## src/rtl/xr_pkg.sv

```systemverilog
package xr_pkg;
    typedef enum logic [1:0] {
        PH_IDLE  = 2'd0,
        PH_GREEN = 2'd1,
        PH_AMBER = 2'd2,
        PH_CLEAR = 2'd3
    } phase_e;

    localparam logic [2:0] LAMP_RED   = 3'b001;
    localparam logic [2:0] LAMP_AMBER = 3'b010;
    localparam logic [2:0] LAMP_GREEN = 3'b100;

    function automatic logic [2:0] lamp_for(phase_e ph, logic mine);
        logic [2:0] l;
        l = LAMP_RED;
        if (mine) begin
            if (ph == PH_GREEN)      l = LAMP_GREEN;
            else if (ph == PH_AMBER) l = LAMP_AMBER;
        end
        return l;
    endfunction
endpackage

```

## src/rtl/xr_sync.sv

```systemverilog
module xr_sync #(
    parameter int WIDTH  = 2,
    parameter int STAGES = 2
) (
    input  logic             clk,
    input  logic             rst,
    input  logic [WIDTH-1:0] din,
    output logic [WIDTH-1:0] dout
);
    logic [STAGES-1:0][WIDTH-1:0] stage_d, stage_q;

    always_comb begin
        stage_d[0] = din;
        for (int i = 1; i < STAGES; i++) begin
            stage_d[i] = stage_q[i-1];
        end
    end

    always_ff @(posedge clk) begin
        if (rst) stage_q <= '0;
        else     stage_q <= stage_d;
    end

    assign dout = stage_q[STAGES-1];
endmodule

```

## src/rtl/xr_pick.sv

```systemverilog
module xr_pick (
    input  logic       clk,
    input  logic       rst,
    input  logic [1:0] req,
    input  logic [1:0] block,
    input  logic       take,
    output logic       any,
    output logic       win
);
    typedef struct packed {
        logic [1:0] pend;
        logic       prio;
    } pick_t;

    pick_t st_d, st_q;

    always_comb begin
        any  = |st_q.pend;
        win  = (st_q.pend[0] && st_q.pend[1]) ? st_q.prio : st_q.pend[1];
        st_d = st_q;
        st_d.pend = st_q.pend | (req & ~block);
        if (take) begin
            st_d.pend[win] = 1'b0;
            st_d.prio      = ~win;
        end
    end

    always_ff @(posedge clk) begin
        if (rst) st_q <= '0;
        else     st_q <= st_d;
    end
endmodule

```

## src/rtl/xr_timer.sv

```systemverilog
module xr_timer #(
    parameter int W = 4
) (
    input  logic         clk,
    input  logic         rst,
    input  logic         load,
    input  logic [W-1:0] val,
    output logic         done
);
    logic [W-1:0] cnt_d, cnt_q;

    always_comb begin
        cnt_d = cnt_q;
        if (load)              cnt_d = val;
        else if (cnt_q != '0)  cnt_d = cnt_q - 1'b1;
    end

    always_ff @(posedge clk) begin
        if (rst) cnt_q <= '0;
        else     cnt_q <= cnt_d;
    end

    assign done = (cnt_q == '0);
endmodule

```

## src/rtl/xroad_arbiter.sv

```systemverilog
module xroad_arbiter #(
    parameter int SYNC_STAGES = 2,
    parameter int GREEN_MIN   = 8,
    parameter int AMBER_LEN   = 4,
    parameter int CLEAR_LEN   = 3
) (
    input  logic       clk,
    input  logic       rst,
    input  logic       det_a_i,
    input  logic       det_b_i,
    output logic [2:0] lamp_a_o,
    output logic [2:0] lamp_b_o
);
    import xr_pkg::*;

    localparam int MAX_LEN = (GREEN_MIN > AMBER_LEN)
                           ? ((GREEN_MIN > CLEAR_LEN) ? GREEN_MIN : CLEAR_LEN)
                           : ((AMBER_LEN > CLEAR_LEN) ? AMBER_LEN : CLEAR_LEN);
    localparam int CNT_W = $clog2(MAX_LEN + 1);

    typedef struct packed {
        phase_e     phase;
        logic       road;
        logic [2:0] lamp_a;
        logic [2:0] lamp_b;
    } ctl_t;

    ctl_t             ctl_d, ctl_q;
    logic [1:0]       req_sync;
    logic [1:0]       block;
    logic             take, any, win;
    logic             load, done;
    logic [CNT_W-1:0] load_val;

    xr_sync #(.WIDTH(2), .STAGES(SYNC_STAGES)) u_sync (
        .clk(clk), .rst(rst), .din({det_b_i, det_a_i}), .dout(req_sync)
    );

    xr_pick u_pick (
        .clk(clk), .rst(rst), .req(req_sync), .block(block),
        .take(take), .any(any), .win(win)
    );

    xr_timer #(.W(CNT_W)) u_timer (
        .clk(clk), .rst(rst), .load(load), .val(load_val), .done(done)
    );

    always_comb begin
        ctl_d    = ctl_q;
        take     = 1'b0;
        load     = 1'b0;
        load_val = '0;
        block    = (ctl_q.phase == PH_GREEN) ? {ctl_q.road, ~ctl_q.road} : 2'b00;
        case (ctl_q.phase)
            PH_IDLE: if (any) begin
                take        = 1'b1;
                load        = 1'b1;
                load_val    = CNT_W'(GREEN_MIN - 1);
                ctl_d.phase = PH_GREEN;
                ctl_d.road  = win;
            end
            PH_GREEN: if (done) begin
                load        = 1'b1;
                load_val    = CNT_W'(AMBER_LEN - 1);
                ctl_d.phase = PH_AMBER;
            end
            PH_AMBER: if (done) begin
                load        = 1'b1;
                load_val    = CNT_W'(CLEAR_LEN - 1);
                ctl_d.phase = PH_CLEAR;
            end
            default: if (done) begin
                ctl_d.phase = PH_IDLE;
            end
        endcase
        ctl_d.lamp_a = lamp_for(ctl_d.phase, ctl_d.road == 1'b0);
        ctl_d.lamp_b = lamp_for(ctl_d.phase, ctl_d.road == 1'b1);
    end

    always_ff @(posedge clk) begin
        if (rst) begin
            ctl_q.phase  <= PH_IDLE;
            ctl_q.road   <= 1'b0;
            ctl_q.lamp_a <= LAMP_RED;
            ctl_q.lamp_b <= LAMP_RED;
        end else begin
            ctl_q <= ctl_d;
        end
    end

    assign lamp_a_o = ctl_q.lamp_a;
    assign lamp_b_o = ctl_q.lamp_b;
endmodule

```

## config.mk

```make
export PLATFORM = sky130hd
export DESIGN_NAME = xroad_arbiter
export DESIGN_NICKNAME = d
export VERILOG_FILES = /design/src/rtl/xr_pkg.sv /design/src/rtl/xr_sync.sv /design/src/rtl/xr_pick.sv /design/src/rtl/xr_timer.sv /design/src/rtl/xroad_arbiter.sv
export SDC_FILE = /design/constraint.sdc
export NUM_CORES = 1
export LEC_CHECK = 0
export CAP_MARGIN = 20
export CORE_MARGIN = 2
export CORE_UTILIZATION = 39
export CTS_CLUSTER_DIAMETER = 120
export DETAILED_ROUTE_END_ITERATION = 7
export DONT_BUFFER_PORTS = 1
export GPL_TIMING_DRIVEN = 0
export PLACE_DENSITY = 0.56
export SLEW_MARGIN = 5
export SYNTH_ARGS = -nofsm -noshare
export SYNTH_HDL_FRONTEND = slang
export SYNTH_SLANG_ARGS = --single-unit
```

## constraint.sdc

```tcl
create_clock -name clk -period 3.65 [get_ports clk]
set_clock_uncertainty 0.1 [all_clocks]
set_input_delay 0.1825 -clock clk [delete_from_list [all_inputs] [get_ports clk]]
set_output_delay 0.1825 -clock clk [all_outputs]
set_load 0.05 [all_outputs]
```

# Word level (Yosys, flattened, before mapping)
# Cells that the tools add are included.
# totals
reg_bits	20
elab_cells	57
out_inout_bits	6
in_bits	4
# op_classes
addsub	1
reduce_logical	10
bitwise	8
n_mux	23
n_lt_le_gt_ge	2
eq_ne	4
# ops
operator	count
two-way mux 2 bit	7
two-way mux 3 bit	4
case mux 4 bit (3 select lines)	1
two-way mux 4 bit	2
OR reduction 2 bit	4
two-way mux 1 bit	6
case mux 2 bit (3 select lines)	1
AND 2 bit	2
== test 2 x 1 -> 1 bit, second input constant	2
== test 2 bit, second input constant	2
zero test 4 bit	1
NOT 2 bit	2
nonzero test 4 bit	1
subtractor 4 x 1 -> 4 bit, second input constant	1
NOT 1 bit	3
logical AND 1 bit	2
zero test 2 bit	1
less-than comparator 1 x 2 -> 1 bit, second input constant	1
OR 2 bit	1
case mux 1 bit (2 select lines)	1
nonzero test 2 bit	1
demux 1 bit (select 1 bit)	1
>= comparator 1 bit, second input constant	1

# Depth between registers and ports, before layout
# Gate-level depths: netlist of the first run.
# depth
word_depth	9
ltp_mapped	8
depth_no_buf	8

# Cells and area by module
# Synthesis of the first run repeated with hierarchy kept, for this count alone.
# unflattened
hier_cells	110
hier_area_um2	1019.7
# modules_own_cells
module	area_each_um2	cells_per_inst	instances
xroad_arbiter	561.8	64	1
xr_timer	229.0	24	1
xr_pick	123.9	14	1
xr_sync	105.1	8	1

# Worst setup path after synthesis of the first run
# Ideal clock, no wire load.
# synth_timing
path_kind	register to register
from	register u_timer.cnt_q[0]
to	register ctl_q, in the netlist lamp_b_o[0]
synth_period_minus_slack_ns	2.122
stages_incl_launch_ff	9
path_slack_ns	1.528
t_arrival_ns	1.895
setup_time_ns	0.127
cell_sequence	dfxtp_1 -> inv_1 -> ha_1 -> nor3b_2 -> mux2i_1 -> o21a_1 -> inv_1 -> ha_1 -> or3_1
# synth_between
elab_chain_cells	6
# synth_lines
item	line	source
start: declaration	xr_timer.sv:10	logic [W-1:0] cnt_d, cnt_q;
start signal: assignment	xr_timer.sv:20	else cnt_q <= cnt_d;
zero test 4 bit (*)	xr_timer.sv:23	assign done = (cnt_q == '0);
two-way mux 2 bit, on equally long branches	xroad_arbiter.sv:72, xroad_arbiter.sv:62, xroad_arbiter.sv:67	
case mux 2 bit (3 select lines) (*)	xroad_arbiter.sv:54	case (ctl_q.phase)
== test 2 bit	xr_pkg.sv:18	else if (ph == PH_AMBER) l = LAMP_AMBER;
two-way mux 2 bit	xr_pkg.sv:18	
two-way mux 3 bit (*)	xr_pkg.sv:17	if (ph == PH_GREEN) l = LAMP_GREEN;
end signal: assignment	xroad_arbiter.sv:87	ctl_q <= ctl_d;
end: declaration	xroad_arbiter.sv:28	ctl_t ctl_d, ctl_q;
# Mark *: on every way between the ends. The rest lies on a longest branch, timed or not.
# A chain may end at the register's enable or synchronous reset.

# Worst setup path in the final report of the first run
# Same ends and word-level chain as after synthesis.

==> key figures, run 1 <==
Yosys
  – Area leader, netlist: dfxtp_1
  – Cell variety after synth: 33
  – Post-synthesis sequential area ratio: 41.50%
  – Top cells by area, synth: dfxtp_1 (42%), ha_1 (9.1%), nor2b_1 (5.2%)
  – Synth Net Count: 118
  – Yosys Warn Count: 0
  – Mapped Area: 964.7 um2
  – Post-synth EDFFs: 0
  – Primary FF master, synth: dfxtp_1
  – Gate Count Post-Synth: 107
  – Asr flop ratio synth: 0%
  – Seq cells post-synth: 20
  – Yosys top cell area share: 41.50%
  – Syn_area_per_cell: 9.016 um2

Finish
  – Most frequent cells in the layout: dfxtp_1 (20), nand2_1 (9), nor2b_1 (8)
  – FF+latch area: 400.4 um2
  – Layout Nets: 126
  – Area Overhead vs Synth: 9.338%
  – Multi-input gate area: 485.5 um2
  – Fillers: 245
  – Finished Core Util: 43.77%
  – Ant. Diodes: 0
  – Proportion of layout cells with a drive suffix above 1: 12.39%
  – Commonest non-fill, non-tap cell in the layout: dfxtp_1

Detailed routing
  – Final wirelength: 1650 um
  – Drt initial violations: 8
  – Routed len/inst: 11.54 um
  – DR pass1 iterations: 4
  – DR vias/cell: 5.000
  – Via Count: 715
  – Antenna Nets Post-Route: 0
  – DRC: 0

Power and ir drop
  – VDD IR max: 0.3864 mV
  – Overall power: 841.0 uW
  – P_leak: 0.4454 nW
  – PD cells: 797.4 nW/um2

GRT
  – GRT overflow: 0
  – First-pass GRT wire length: 2863 um
  – Number of global-route vias before repair: 661
  – Overall routing resource usage: 13.91%
  – Largest net degree at the start of global routing: 11
  – Initial antenna violation count: 0

Place
  – Number of I/O port buffers: 0
  – Post-DP HPWL: 1233 um
  – GPL Wtd Cong: 0.7693

Timing
  – Relative slew slack: 67.42%
  – Final setup violation count: 0
  – Final Cycle Share: 65.20%
  – Final Hold Vio Count: 0
  – Max Freq: 420.2 MHz
  – Final worst path period need: 2380 ps
  – RSZ-0062 raised after global routing: false
  – Final setup TNS: 0 ps
  – Worst Tran Pin Value: 488.7 ps
  – Final slew viol count: 0

Clocking
  – Clock latency on the worst-skew pair: 300 ps
  – Post-CTS Resized: 0
  – CTS sink cnt: 20
  – Reg clk slew, reported paths: 110 ps
  – CTS H-tree lvls: 1
  – CTS buffer count: 3
  – CTS root buffer: clkbuf_4
  – Post-CTS Setup Bufs: 0
  – TritonCTS clock tree: done
  – Hold_buf cts: 3
  – Maximum root-to-sink buffer count: 2

Floorplan
  – Area of the core: 2410 um2
  – Die Span Y: 53.74 um
  – Die area: 2887 um2
  – Ports: 10
  – Initial core utilization: 40.03%
  – Die width: 53.74 um
  – Cell row count: 18

Setup path
  – Critical path launch point type: flip-flop
  – CP arrival: 2470 ps
  – Kind of critical path: reg2reg
  – R2R Setup Slk: 1270 ps
  – Crit end category: flip-flop
  – Reg-to-Reg End: lamp_b_o[0]
  – Required @ worst endpoint: 3740 ps
  – RR Startpoint: u_timer.cnt_q[0]
  – FF-to-FF path depth: 8
  – Critical path peak fanout: 5

Status
  – Status: finished, final reports clean

Min path
  – Worst hold path class: in2reg
  – Hold Path Depth: 2
  – Hold Path Origin: rst
  – Hold EP: u_timer.cnt_q[0]

Job
  – Max-cap viol count: 0
-- synth_stat cells (all sizes together), types with 2 or more instances --
library cell  instances
a21oi                 7
a31oi                 2
and2                  4
buf                   6
clkbuf                2
dfxtp                20
ha                    7
inv                   7
nand2                 9
nand2b                4
nand3b                3
nor2                  7
nor2b                 8
nor3                  3
nor3b                 2
o21ai                 2
or3                   2
-- layout make-up --
| type | count | area share, % |
|---|---|---|
| plain buffers | 8 | 4.982 |
| clock buffers | 3 | 2.135 |
| inverters | 7 | 2.491 |
| multi-input cells | 72 | 46.03 |
| flip-flops and latches | 20 | 37.96 |
| well taps | 30 | 3.559 |
| repair buffers | 3 | 2.847 |
-- kinds of logic (layout without fill, tap and decap cells) --
group / after synthesis / count (layout) / synth area share, %
xor+xnor: 1 / 1 / 0.9081
compound gates: 17 / 17 / 11.67
fa+ha+maj: 7 / 7 / 9.079
mux: 2 / 2 / 2.205
flops: 20 / 20 / 41.50
simple gates: 45 / 45 / 26.46
buf+inv: 15 / 21 / 8.172
-- layer usage --
metal / vias up / share of wire (%) / track usage [%]
met5: - / 0 / 0
met4: 0 / 1.0 / 3.846
met3: 2 / 4.2 / 5.000
met2: 14 / 47 / 23.98
met1: 331 / 48 / 16.07
li1: 368 / - / -
-- stage by stage --
| stage | hold slack, ps | cells | setup slack [ps] | cell area, um2 |
|---|---|---|---|---|
| 2_1_floorplan | 154.1 | 107 | 1528 | 964.7 |
| 3_3_place_gp | 155.5 | 137 | 1299 | 1002 |
| 3_5_place_dp | 156.1 | 137 | 1274 | 1002 |
| 4_1_cts | 19.03 | 143 | 1250 | 1055 |
| 5_1_grt | 22.82 | 143 | 1123 | 1055 |
| 6_report | 24.18 | 143 | 1270 | 1055 |
-- flip-flops by register name (all words and copies together) (netlist names) --
signal          count
u_timer.cnt_q       4
ctl_q               3
u_pick.st_q         3
u_sync.stage_d      2
u_sync.dout         2
lamp_a_o            3
lamp_b_o            3
-- critical path, stage by stage (launching register included) --
cell and delay [ps]:
dfxtp_1 320, inv_1 90, ha_1 220, nor3b_2 410, mux2i_1 230, o21a_1 220, inv_1 60, ha_1 280
or3_1 340
-- power breakdown --
group / switching (mW) / leakage, nW / total (mW) / internal (mW)
clock network: 0.0660 / 0.0138 / 0.104 / 0.0384
registers: 0.0350 / 0.164 / 0.300 / 0.265
logic: 0.245 / 0.268 / 0.436 / 0.192
-- worst max-delay path by stage --
stage | from | slack, ps | endpoint
4_1_cts | u_timer.cnt_q[0] | 1250 | lamp_b_o[0]
5_1_grt | u_timer.cnt_q[0] | 1120 | lamp_b_o[0]
3_5_place_dp | u_timer.cnt_q[0] | 1270 | lamp_b_o[0]
6_report | u_timer.cnt_q[0] | 1270 | lamp_b_o[0]
3_3_place_gp | u_timer.cnt_q[0] | 1300 | lamp_b_o[0]
2_1_floorplan | u_timer.cnt_q[0] | 1530 | lamp_b_o[0]
No activity file was read; power rests on OpenSTA's default activity.
==> run 2: changes to the inputs <==
- PLACE_DENSITY: 0.56 -> 0.58
- clock period: 3.65 -> 2.04 ns (I/O delays scaled with it)
==> run 2 against run 1 <==
Compared with the run above: the run now ends with setup timing left; first-iteration DRC count stayed put; combinational power is 140% higher; total power is 130% higher; die area stayed put; via count is 0.84% lower; maximum frequency is 13% higher; critical endpoint unchanged.
==> key figures, run 2 (synthesized netlist as in run 1, its figures left out) <==
Setup path
  – Worst setup path start: u_timer.cnt_q[0] (unchanged)
  – Critical path launch point type: flip-flop (unchanged)
  – Crit end category: flip-flop (unchanged)
  – CP arrival: 2210 ps (was 2470 ps)
  – RR Startpoint: u_timer.cnt_q[0] (unchanged)
  – Critical path peak fanout: 3 (was 5)
  – Kind of critical path: reg2reg (unchanged)
  – Required @ worst endpoint: 2140 ps (was 3740 ps)
  – FF-to-FF path depth: 7 (was 8)

Timing
  – Final setup violation count: 1 (was 0)
  – RSZ-0062 raised after global routing: true (was false)
  – Final Hold Vio Count: 0 (unchanged)
  – Max Freq: 473.7 MHz (was 420.2 MHz)
  – Final worst path period need: 2111 ps (was 2380 ps)
  – Worst Tran Pin Value: 513.5 ps (was 488.7 ps)
  – Final slew viol count: 0 (unchanged)
  – Final WS setup: -71.10 ps (was 1270 ps)
  – Final Cycle Share: 103.5% (was 65.20%)
  – Min Hold Slack: 122.5 ps (was 24.18 ps)
  – Final setup TNS: -71.10 ps (was 0 ps)
  – Relative slew slack: 65.76% (was 67.42%)

Status
  – Failing checks: setup timing
  – Status: finished, violations left (was finished, final reports clean)

Clocking
  – TritonCTS clock tree: done (unchanged)
  – CTS buffer count: 3 (unchanged)
  – CTS root buffer: clkbuf_4 (unchanged)
  – Reg clk slew, reported paths: 120 ps (was 110 ps)
  – CTS sink cnt: 20 (unchanged)
  – Clock latency on the worst-skew pair: 300 ps (about the same)
  – Maximum root-to-sink buffer count: 2 (unchanged)
  – CTS H-tree lvls: 1 (unchanged)

Job
  – Max-cap viol count: 0 (unchanged)

Power and ir drop
  – P_leak: 0.5040 nW (was 0.4454 nW)
  – VDD IR max: 0.6795 mV (was 0.3864 mV)
  – PD cells: 1591 nW/um2 (was 797.4 nW/um2)

Floorplan
  – Cell row count: 18 (unchanged)
  – Die width: 53.74 um (unchanged)
  – Ports: 10 (unchanged)
  – Area of the core: 2410 um2 (unchanged)
  – Die Span Y: 53.74 um (unchanged)
  – Initial core utilization: 40.03% (unchanged)
  – Die area: 2887 um2 (unchanged)

Place
  – GPL Wtd Cong: 0.7442 (was 0.7693)
  – Cell Count Post-Placement: 137 (unchanged)
  – Post-DP HPWL: 1117 um (was 1233 um)
  – Cell area after placement: 1027 um2 (was 1002 um2)
  – Number of I/O port buffers: 0 (unchanged)

Detailed routing
  – Routed len/inst: 11.97 um (was 11.54 um)
  – DR vias/cell: 4.664 (was 5.000)
  – Via Count: 709 (was 715)
  – Drt initial violations: 8 (unchanged)
  – DRC: 0 (unchanged)
  – Final wirelength: 1819 um (was 1650 um)
  – Antenna Nets Post-Route: 0 (unchanged)
  – DR pass1 iterations: 4 (unchanged)

Finish
  – Ant. Diodes: 0 (unchanged)
  – Layout Nets: 134 (was 126)
  – Max reg flops: 4 (unchanged)
  – Area Overhead vs Synth: 25.29% (was 9.338%)
  – Most frequent cells in the layout: dfxtp_1 (16), buf_4 (14), nand2_1 (9) (was dfxtp_1 (20), nand2_1 (9), nor2b_1 (8))
  – Post-route cell area: 1209 um2 (was 1055 um2)
  – Post-Layout Cell Count: 152 (was 143)
  – Commonest non-fill, non-tap cell in the layout: dfxtp_1 (unchanged)
  – Most flops, register: u_timer.cnt_q (unchanged)
  – Fillers: 216 (was 245)
  – Proportion of layout cells with a drive suffix above 1: 31.15% (was 12.39%)

Min path
  – Hold Path Origin: rst (unchanged)
  – Worst hold path class: in2reg (unchanged)
  – Hold Path Depth: 2 (unchanged)

GRT
  – GRT overflow: 0 (unchanged)
  – Initial antenna violation count: 0 (unchanged)
  – Overall routing resource usage: 14.89% (was 13.91%)
  – First-pass GRT wire length: 3070 um (was 2863 um)
  – Number of global-route vias before repair: 685 (was 661)
  – Largest net degree at the start of global routing: 13 (was 11)
[run 2: critical path: stages, from the launching register on]
cell and delay (ps):
dfxtp_2 340, inv_2 70, ha_4 140, or3b_4 370
o221a_1 250, a21oi_2 150, ha_1 260, or3_1 320
[run 2: worst paths after layout]
path,to,slack [ps]
worst max-delay path,lamp_b_o[0],-70
worst min-delay path,u_sync.dout[0],120
worst max register to register,lamp_b_o[0],-70
worst min register to register,u_sync.dout[1],360
[run 2: layout make-up]
class | count | area [um2] | area share, %
clock buffer | 3 | 22.52 | 1.863
clock inverter | 1 | 30.03 | 2.484
sequential | 20 | 407.9 | 33.75
tap | 30 | 37.54 | 3.106
inverter | 7 | 26.28 | 2.174
timing repair buffer | 11 | 90.09 | 7.453
buffer | 8 | 52.55 | 4.348
multi-input combinational | 72 | 541.8 | 44.82
[run 2: per-stage QoR]
step                      total power [mW]  setup slack (ps)  utilization, %
after floorplan                      1.249            -14.71               -
after global placement               1.373            -175.7           42.63
after detailed placement             1.380            -169.1           42.63
after CTS                            1.811            -144.8           47.77
after global routing                 2.076            -150.9           50.16
final                                1.923            -71.10           50.16
[run 2: power by group]
group          leakage, nW  internal [mW]  switching (mW)
sequential           0.166          0.484          0.0704
combinational        0.311          0.531           0.508
clock               0.0279          0.199           0.132
total                0.504           1.21           0.710
[run 2: what timing repair did]
action | in CTS | in global routing
hold buffers | 3 | 0
endpoints found under the hold margin | 11 | 0
resized for setup | 3 | 9
pin swaps | 2 | 3
setup buffers | 5 | 3
endpoints found under the setup margin | 1 | 4
[run 2: layer usage]
metal | routed length (um) | GRT usage (%)
met5 | 0 | 0
met4 | 21 | 7.692
met3 | 74 | 3.333
met2 | 835 | 21.95
met1 | 888 | 20.17
